### src/rtl/csr_trap_pkg.sv
package csr_trap_pkg;

   localparam logic [6:0] OPC_SYSTEM = 7'b1110011;

   typedef enum logic [1:0] {
      OP_NONE  = 2'd0,
      OP_WRITE = 2'd1,
      OP_SET   = 2'd2,
      OP_CLEAR = 2'd3
   } csr_op_e;

   typedef struct packed {
      logic    csr_en;
      logic    ecall;
      csr_op_e op;
      logic    use_imm;
      logic    no_write;
   } csr_cmd_t;

   // register slot roles inside the bank
   localparam int SLOT_TVEC  = 0;
   localparam int SLOT_EPC   = 1;
   localparam int SLOT_CAUSE = 2;
   localparam int NUM_SLOTS  = 3;

   function automatic logic [3:0] ecall_code(input logic [1:0] p);
      return {2'b10, p};
   endfunction

endpackage

### src/rtl/csr_decode.sv
module csr_decode
   import csr_trap_pkg::*;
#(
   parameter int ADDR_W = 12,
   parameter int IDX_W  = 5
) (
   input  logic              valid,
   input  logic [6:0]        opcode,
   input  logic [2:0]        funct3,
   input  logic [ADDR_W-1:0] csr_addr,
   input  logic [IDX_W-1:0]  rs1_idx,
   output csr_cmd_t          cmd
);

   logic is_sys;
   logic idx_zero;

   assign is_sys   = valid && (opcode == OPC_SYSTEM);
   assign idx_zero = (rs1_idx == '0);

   always_comb begin
      cmd = '0;
      if (is_sys) begin
         unique case (funct3)
            3'b000: cmd.ecall = (csr_addr == '0) && idx_zero;
            3'b001, 3'b101: begin
               cmd.csr_en = 1'b1;
               cmd.op     = OP_WRITE;
            end
            3'b010, 3'b110: begin
               cmd.csr_en = 1'b1;
               cmd.op     = OP_SET;
            end
            3'b011, 3'b111: begin
               cmd.csr_en = 1'b1;
               cmd.op     = OP_CLEAR;
            end
            default: cmd = '0;
         endcase
         cmd.use_imm  = funct3[2];
         cmd.no_write = (funct3[1:0] != 2'b01) && idx_zero;
      end
   end

endmodule

### src/rtl/csr_alu.sv
module csr_alu
   import csr_trap_pkg::*;
#(
   parameter int XLEN  = 32,
   parameter int IDX_W = 5
) (
   input  csr_cmd_t         cmd,
   input  logic [XLEN-1:0]  old_val,
   input  logic [XLEN-1:0]  rs1_val,
   input  logic [IDX_W-1:0] rs1_idx,
   output logic [XLEN-1:0]  new_val,
   output logic             wr_en
);

   localparam int PAD_W = XLEN - IDX_W;

   logic [XLEN-1:0] operand;

   assign operand = cmd.use_imm ? {{PAD_W{1'b0}}, rs1_idx} : rs1_val;

   always_comb begin
      unique case (cmd.op)
         OP_WRITE: new_val = operand;
         OP_SET:   new_val = old_val | operand;
         OP_CLEAR: new_val = old_val & ~operand;
         default:  new_val = old_val;
      endcase
   end

   assign wr_en = cmd.csr_en && !cmd.no_write;

endmodule

### src/rtl/csr_bank.sv
module csr_bank
   import csr_trap_pkg::*;
#(
   parameter int                XLEN       = 32,
   parameter int                ADDR_W     = 12,
   parameter logic [ADDR_W-1:0] ADDR_TVEC  = 12'h305,
   parameter logic [ADDR_W-1:0] ADDR_EPC   = 12'h341,
   parameter logic [ADDR_W-1:0] ADDR_CAUSE = 12'h342
) (
   input  logic              clk,
   input  logic              rst,
   input  logic [ADDR_W-1:0] addr,
   input  logic              wr_en,
   input  logic [XLEN-1:0]   wr_data,
   input  logic              trap_ld,
   input  logic [XLEN-1:0]   cause_in,
   input  logic [XLEN-1:0]   epc_in,
   output logic [XLEN-1:0]   rd_data,
   output logic [XLEN-1:0]   tvec_q,
   output logic [XLEN-1:0]   epc_q,
   output logic [XLEN-1:0]   cause_q
);

   logic [NUM_SLOTS-1:0]           hit;
   logic [NUM_SLOTS-1:0][XLEN-1:0] qv;

   for (genvar i = 0; i < NUM_SLOTS; i++) begin : g_slot
      localparam logic [ADDR_W-1:0] MY_ADDR =
         (i == SLOT_TVEC) ? ADDR_TVEC :
         (i == SLOT_EPC)  ? ADDR_EPC  : ADDR_CAUSE;

      logic [XLEN-1:0] q_r;
      logic [XLEN-1:0] trap_val;

      if (i == SLOT_EPC) begin : g_epc
         assign trap_val = epc_in;
      end else if (i == SLOT_CAUSE) begin : g_cause
         assign trap_val = cause_in;
      end else begin : g_keep
         assign trap_val = q_r;
      end

      assign hit[i] = (addr == MY_ADDR);

      always_ff @(posedge clk) begin
         if (rst)
            q_r <= '0;
         else if (trap_ld)
            q_r <= trap_val;
         else if (wr_en && hit[i])
            q_r <= wr_data;
      end

      assign qv[i] = q_r;
   end

   always_comb begin
      rd_data = '0;
      for (int k = 0; k < NUM_SLOTS; k++)
         if (hit[k]) rd_data = rd_data | qv[k];
   end

   assign tvec_q  = qv[SLOT_TVEC];
   assign epc_q   = qv[SLOT_EPC];
   assign cause_q = qv[SLOT_CAUSE];

endmodule

### src/rtl/csr_trap_unit.sv
module csr_trap_unit
   import csr_trap_pkg::*;
#(
   parameter int                XLEN       = 32,
   parameter int                ADDR_W     = 12,
   parameter logic [ADDR_W-1:0] ADDR_TVEC  = 12'h305,
   parameter logic [ADDR_W-1:0] ADDR_EPC   = 12'h341,
   parameter logic [ADDR_W-1:0] ADDR_CAUSE = 12'h342
) (
   input  logic              clk,
   input  logic              rst,
   input  logic              valid,
   input  logic [6:0]        opcode,
   input  logic [2:0]        funct3,
   input  logic [ADDR_W-1:0] csr_addr,
   input  logic [4:0]        rs1_idx,
   input  logic [XLEN-1:0]   rs1_val,
   input  logic [1:0]        priv,
   input  logic [XLEN-1:0]   pc,
   output logic [XLEN-1:0]   rd_val,
   output logic              trap,
   output logic [XLEN-1:0]   trap_pc
);

   localparam int IDX_W   = 5;
   localparam int CODE_W  = 4;
   localparam int CPAD_W  = XLEN - CODE_W;

   if (XLEN < 8) begin : g_bad_xlen
      $error("csr_trap_unit: XLEN must be at least 8");
   end
   if (ADDR_W < 2) begin : g_bad_addr
      $error("csr_trap_unit: ADDR_W too small");
   end
   if (ADDR_TVEC == ADDR_EPC || ADDR_TVEC == ADDR_CAUSE || ADDR_EPC == ADDR_CAUSE) begin : g_dup_addr
      $error("csr_trap_unit: CSR addresses must be distinct");
   end
   if (ADDR_TVEC == '0 || ADDR_EPC == '0 || ADDR_CAUSE == '0) begin : g_zero_addr
      $error("csr_trap_unit: address 0 is reserved for the call encoding");
   end

   csr_cmd_t        cmd;
   logic [XLEN-1:0] old_val;
   logic [XLEN-1:0] new_val;
   logic            wr_en;
   logic [XLEN-1:0] cause_in;
   logic [XLEN-1:0] tvec_q;
   logic [XLEN-1:0] epc_q;
   logic [XLEN-1:0] cause_q;

   csr_decode #(.ADDR_W(ADDR_W), .IDX_W(IDX_W)) u_dec (
      .valid    (valid),
      .opcode   (opcode),
      .funct3   (funct3),
      .csr_addr (csr_addr),
      .rs1_idx  (rs1_idx),
      .cmd      (cmd)
   );

   csr_alu #(.XLEN(XLEN), .IDX_W(IDX_W)) u_alu (
      .cmd     (cmd),
      .old_val (old_val),
      .rs1_val (rs1_val),
      .rs1_idx (rs1_idx),
      .new_val (new_val),
      .wr_en   (wr_en)
   );

   assign cause_in = {{CPAD_W{1'b0}}, ecall_code(priv)};

   csr_bank #(
      .XLEN       (XLEN),
      .ADDR_W     (ADDR_W),
      .ADDR_TVEC  (ADDR_TVEC),
      .ADDR_EPC   (ADDR_EPC),
      .ADDR_CAUSE (ADDR_CAUSE)
   ) u_bank (
      .clk      (clk),
      .rst      (rst),
      .addr     (csr_addr),
      .wr_en    (wr_en),
      .wr_data  (new_val),
      .trap_ld  (cmd.ecall),
      .cause_in (cause_in),
      .epc_in   (pc),
      .rd_data  (old_val),
      .tvec_q   (tvec_q),
      .epc_q    (epc_q),
      .cause_q  (cause_q)
   );

   assign rd_val  = cmd.csr_en ? old_val : '0;
   assign trap    = cmd.ecall;
   assign trap_pc = cmd.ecall ? tvec_q : '0;

endmodule

### config.mk
export PLATFORM = sky130hd
export DESIGN_NAME = csr_trap_unit
export DESIGN_NICKNAME = d
export VERILOG_FILES = /design/src/rtl/csr_trap_pkg.sv /design/src/rtl/csr_decode.sv /design/src/rtl/csr_alu.sv /design/src/rtl/csr_bank.sv /design/src/rtl/csr_trap_unit.sv
export SDC_FILE = /design/constraint.sdc
export NUM_CORES = 1
export LEC_CHECK = 0
export BUFFER_PORTS_ARGS = -buffer_cell sky130_fd_sc_hd__buf_2
export CAP_MARGIN = 25
export CELL_PAD_IN_SITES_DETAIL_PLACEMENT = 0
export CELL_PAD_IN_SITES_GLOBAL_PLACEMENT = 1
export CORE_MARGIN = 4
export CORE_UTILIZATION = 43
export CTS_BUF_LIST = sky130_fd_sc_hd__clkbuf_8
export DETAILED_ROUTE_END_ITERATION = 6
export GPL_TIMING_DRIVEN = 0
export PLACE_DENSITY_LB_ADDON = 0.1
export SYNTH_ARGS = -nofsm -noshare
export SYNTH_HDL_FRONTEND = slang
export SYNTH_SLANG_ARGS = --single-unit
### constraint.sdc
create_clock -name clk -period 3.7 [get_ports clk]
set_input_delay 0.74 -clock clk [delete_from_list [all_inputs] [get_ports clk]]
set_output_delay 0.74 -clock clk [all_outputs]
set_load 0.01 [all_outputs]
==> flow_metrics.py <==
metrics = {
    "route": {
        "drt_first_pass_iters": 7,
        "vias_per_cell": 6.44,
        "avgRoutedWirePerCell_um": 22.4,
        "drt_iter0_drc": 1017,
        "vias": 7032,
        "postRouteAntennaNets": 0,
        "drc": 8,
        "wl_um": 24400,
    },
    "worst_setup_path": {
        "cp.depth": 9,
        "r2r_setup_slack_ps": 2250,
        "crit_chain": "buf_2 -> and4bb_2 -> buf_2 -> and3_1 -> buf_2 -> buf_1 -> a222oi_1 -> nor2_1 -> buf_2",
        "cp-start-kind": "primary input",
        "r2r_end": "u_bank.cause_q[3]",
        "critPathMaxStageDelay_ps": 530,
        "cp_common_cell": "buf_2",
        "critPathSlowestCell": "buf_1",
        "required_ps": 2960,
        "cp_top_family": "buffers and inverters",
        "crit_type": "in -> out",
        "r2r-start": "u_bank.tvec_q[3]",
        "worst_setup_path_end_kind": "output port",
        "worstPathArrival_ps": 2850,
        "crit_fanout": 10,
        "reg2reg_depth": 4,
        "cp_num_buf_inv": 5,
    },
    "yosys": {
        "synth.most_common_cell": "dfxtp_1",
        "ys_ff_latch": 96,
        "synth_fp_nets": 839,
        "syn_avg_cell_area_um2": 7.96,
        "yosysSeqAreaShare": 0.325,
        "ys.warnings.count": 0,
        "synth_edf_count": 0,
        "yosysTopAreaCellShare": 0.325,
        "async_flop_share": 0,
        "syn_area_mm2": 0.00592,
        "ys_types": 57,
        "yosys.area.top_type": "dfxtp_1",
        "synth.top_cells.by_count": "96 x dfxtp_1, 60 x nand2_1, 60 x nand3_1, 57 x nand4_1, 44 x o21ai_0",
        "synthTopCellsByArea": "dfxtp_1 32%, nand4_1 6.0%, nand3_1 5.1%",
        "synthFlopType": "dfxtp_1",
        "netlist_instances": 743,
    },
    "cts": {
        "clkTransAtPathRegs_ps": 100,
        "clk_path_buf_depth": 2,
        "cts_setup_buffers": 0,
        "cts_root_buf": "clkbuf_8",
        "clk_latency_ps": 390,
        "post_cts_resize_count": 0,
        "htree_levels": 3,
        "cts_tree": "built",
        "ctsHoldBuffers": 0,
        "clock_sinks": 96,
        "cts-buffers-inserted": 9,
    },
    "floorplan": {
        "coreArea_mm2": 0.0133,
        "fp.dieW_um": 125,
        "die_area_mm2": 0.0157,
        "rows": 42,
        "start_util": 0.443,
        "ioPinCount": 161,
        "die_h_um": 125,
    },
    "hold_path": {
        "hold_path.startpoint": "u_bank.cause_q[16]",
        "hold_depth": 2,
        "hold_class": "reg -> reg",
        "whs_endpoint": "u_bank.cause_q[16]",
    },
    "placement": {
        "dp.cells": 1076,
        "pre_cts_slack_ps": 8.50,
        "gp_congestion": 0.947,
        "port_buffers": 157,
        "placed_area_mm2": 0.00692,
        "dp_hpwl_um": 17300,
    },
    "sta": {
        "relSlewSlack": 0.475,
        "period_share": 0.970,
        "fin_skew_ps": 10.1,
        "period_needed_ps": 3590,
        "setup_ws_ps": 113,
        "hold_viol": 0,
        "timing.fmax_ghz": 0.279,
        "setup_viol": 0,
        "worstMarginPinSlew_ps": 787,
        "slew_viol_final": 0,
        "rsz0062_at_grt": "false",
    },
    "pwr": {
        "p_per_area_mw_per_mm2": 271,
        "combPwrFrac": 0.103,
        "p_int_mw": 1.41,
        "ir_drop_uv": 164,
        "p_switching_mw": 0.521,
        "clockPowerShare": 0.362,
        "power_frac_seq": 0.535,
        "sw_frac_of_total": 0.270,
        "leakage_nw": 2.67,
    },
    "outcome": {
        "violations": "design-rule violations",
        "status": "complete, but fails checks",
    },
    "final_layout": {
        "final_nets": 1007,
        "instances_no_fill": 1092,
        "fillCellCount": 1341,
        "layout-drive-gt1-share": 0.261,
        "post-route-util": 0.533,
        "antennaDiodeCount": 0,
        "final_area_mm2": 0.00712,
        "syn_to_final_growth_pct": 20.3,
    },
    "global_routing": {
        "antenna_found_initial": 0,
        "grt_util_all_layers": 0.298,
        "overflow": 0,
        "grt_start_max_net_pins": 16,
        "grt_pass1_vias": 6833,
        "grt_pass1_wl_um": 37800,
    },
    "run": {
        "max-cap-violations": 0,
    },
}
worst min-delay path, stage by stage (launching register included):
cell and delay (ps):
dfxtp_1 330, nand3_1 60, o21ai_1 50
sequential cells by signal (all words and copies together), names as in the netlist:
signal,cells
u_bank.epc_q,32
u_bank.cause_q,32
u_bank.tvec_q,32
worst max path at each step:
stage,start,end
6_report,csr_addr[10],rd_val[26]
5_1_grt,funct3[2],trap_pc[26]
4_1_cts,csr_addr[10],rd_val[26]
3_5_place_dp,csr_addr[10],rd_val[26]
3_3_place_gp,funct3[2],trap_pc[16]
2_1_floorplan,funct3[0],trap_pc[10]
through the flow:
| step | hold WS [ps] | setup TNS [ps] | power, mW |
|---|---|---|---|
| after global routing | 501 | 0 | 2.00 |
| after floorplan | 440 | 0 | 1.15 |
| final | 474 | 0 | 1.93 |
| after global placement | 452 | -106 | 1.25 |
| after detailed placement | 458 | 0 | 1.25 |
| after CTS | 472 | 0 | 1.93 |
layout make-up:
cell class	count	area [µm²]	share of cell area
clock inverters	4	26.3	0.00369
repair buffers	157	786	0.110
flip-flops and latches	96	1920	0.270
well taps	176	220	0.0309
inverters	5	18.8	0.00264
plain buffers	78	368	0.0517
multi-input cells	564	3610	0.508
clock buffers	12	165	0.0232
logic make-up (layout without fill, tap and decap cells):
| family | after synthesis | after routing | share of synthesized area |
|---|---|---|---|
| XOR/XNOR | 29 | 29 | 0.0429 |
| flip-flops | 96 | 96 | 0.325 |
| buffers and inverters | 83 | 256 | 0.0643 |
| AO/OA/AOI/OAI | 214 | 214 | 0.264 |
| multiplexers | 5 | 5 | 0.00867 |
| AND/OR/NAND/NOR | 316 | 316 | 0.295 |
per-layer routing:
metal  vias to the layer above  part of all wire  GRT usage
li1                       3147                 -          -
met1                      3329              0.41      0.410
met2                       493              0.46      0.462
met3                        63              0.10     0.0559
met4                         0             0.025      0.121
met5                         -                 0          0
power by group through the flow:
| stage | Sequential [mW] | Clock (mW) | Combinational, mW |
|---|---|---|---|
| final | 1.03 | 0.699 | 0.199 |
| after global routing | 1.03 | 0.751 | 0.212 |
| after CTS | 1.03 | 0.704 | 0.195 |
| after detailed placement | 1.06 | 0 | 0.194 |
| after global placement | 1.06 | 0 | 0.191 |
| after floorplan | 1.06 | 0 | 0.0985 |
layout by cell type (no fill, tap or decap), drive strengths merged, types with 4 or more instances in the layout:
cell,Yosys,final
mux2i,4,4
nor3,9,9
o31ai,4,4
inv,4,5
xnor2,8,8
nand2b,4,4
and3,5,5
o21ai,59,59
nand4,57,57
a22oi,33,33
o2bb2ai,33,33
nand2,61,61
a21oi,10,10
dfxtp,96,96
xor2,21,21
o22ai,32,32
nand3,60,60
clkbuf,32,47
a222oi,27,27
buf,46,200
and2,36,36
nor2b,27,27
nor2,41,41
nor4,4,4
(Power assumes the default switching activity.)
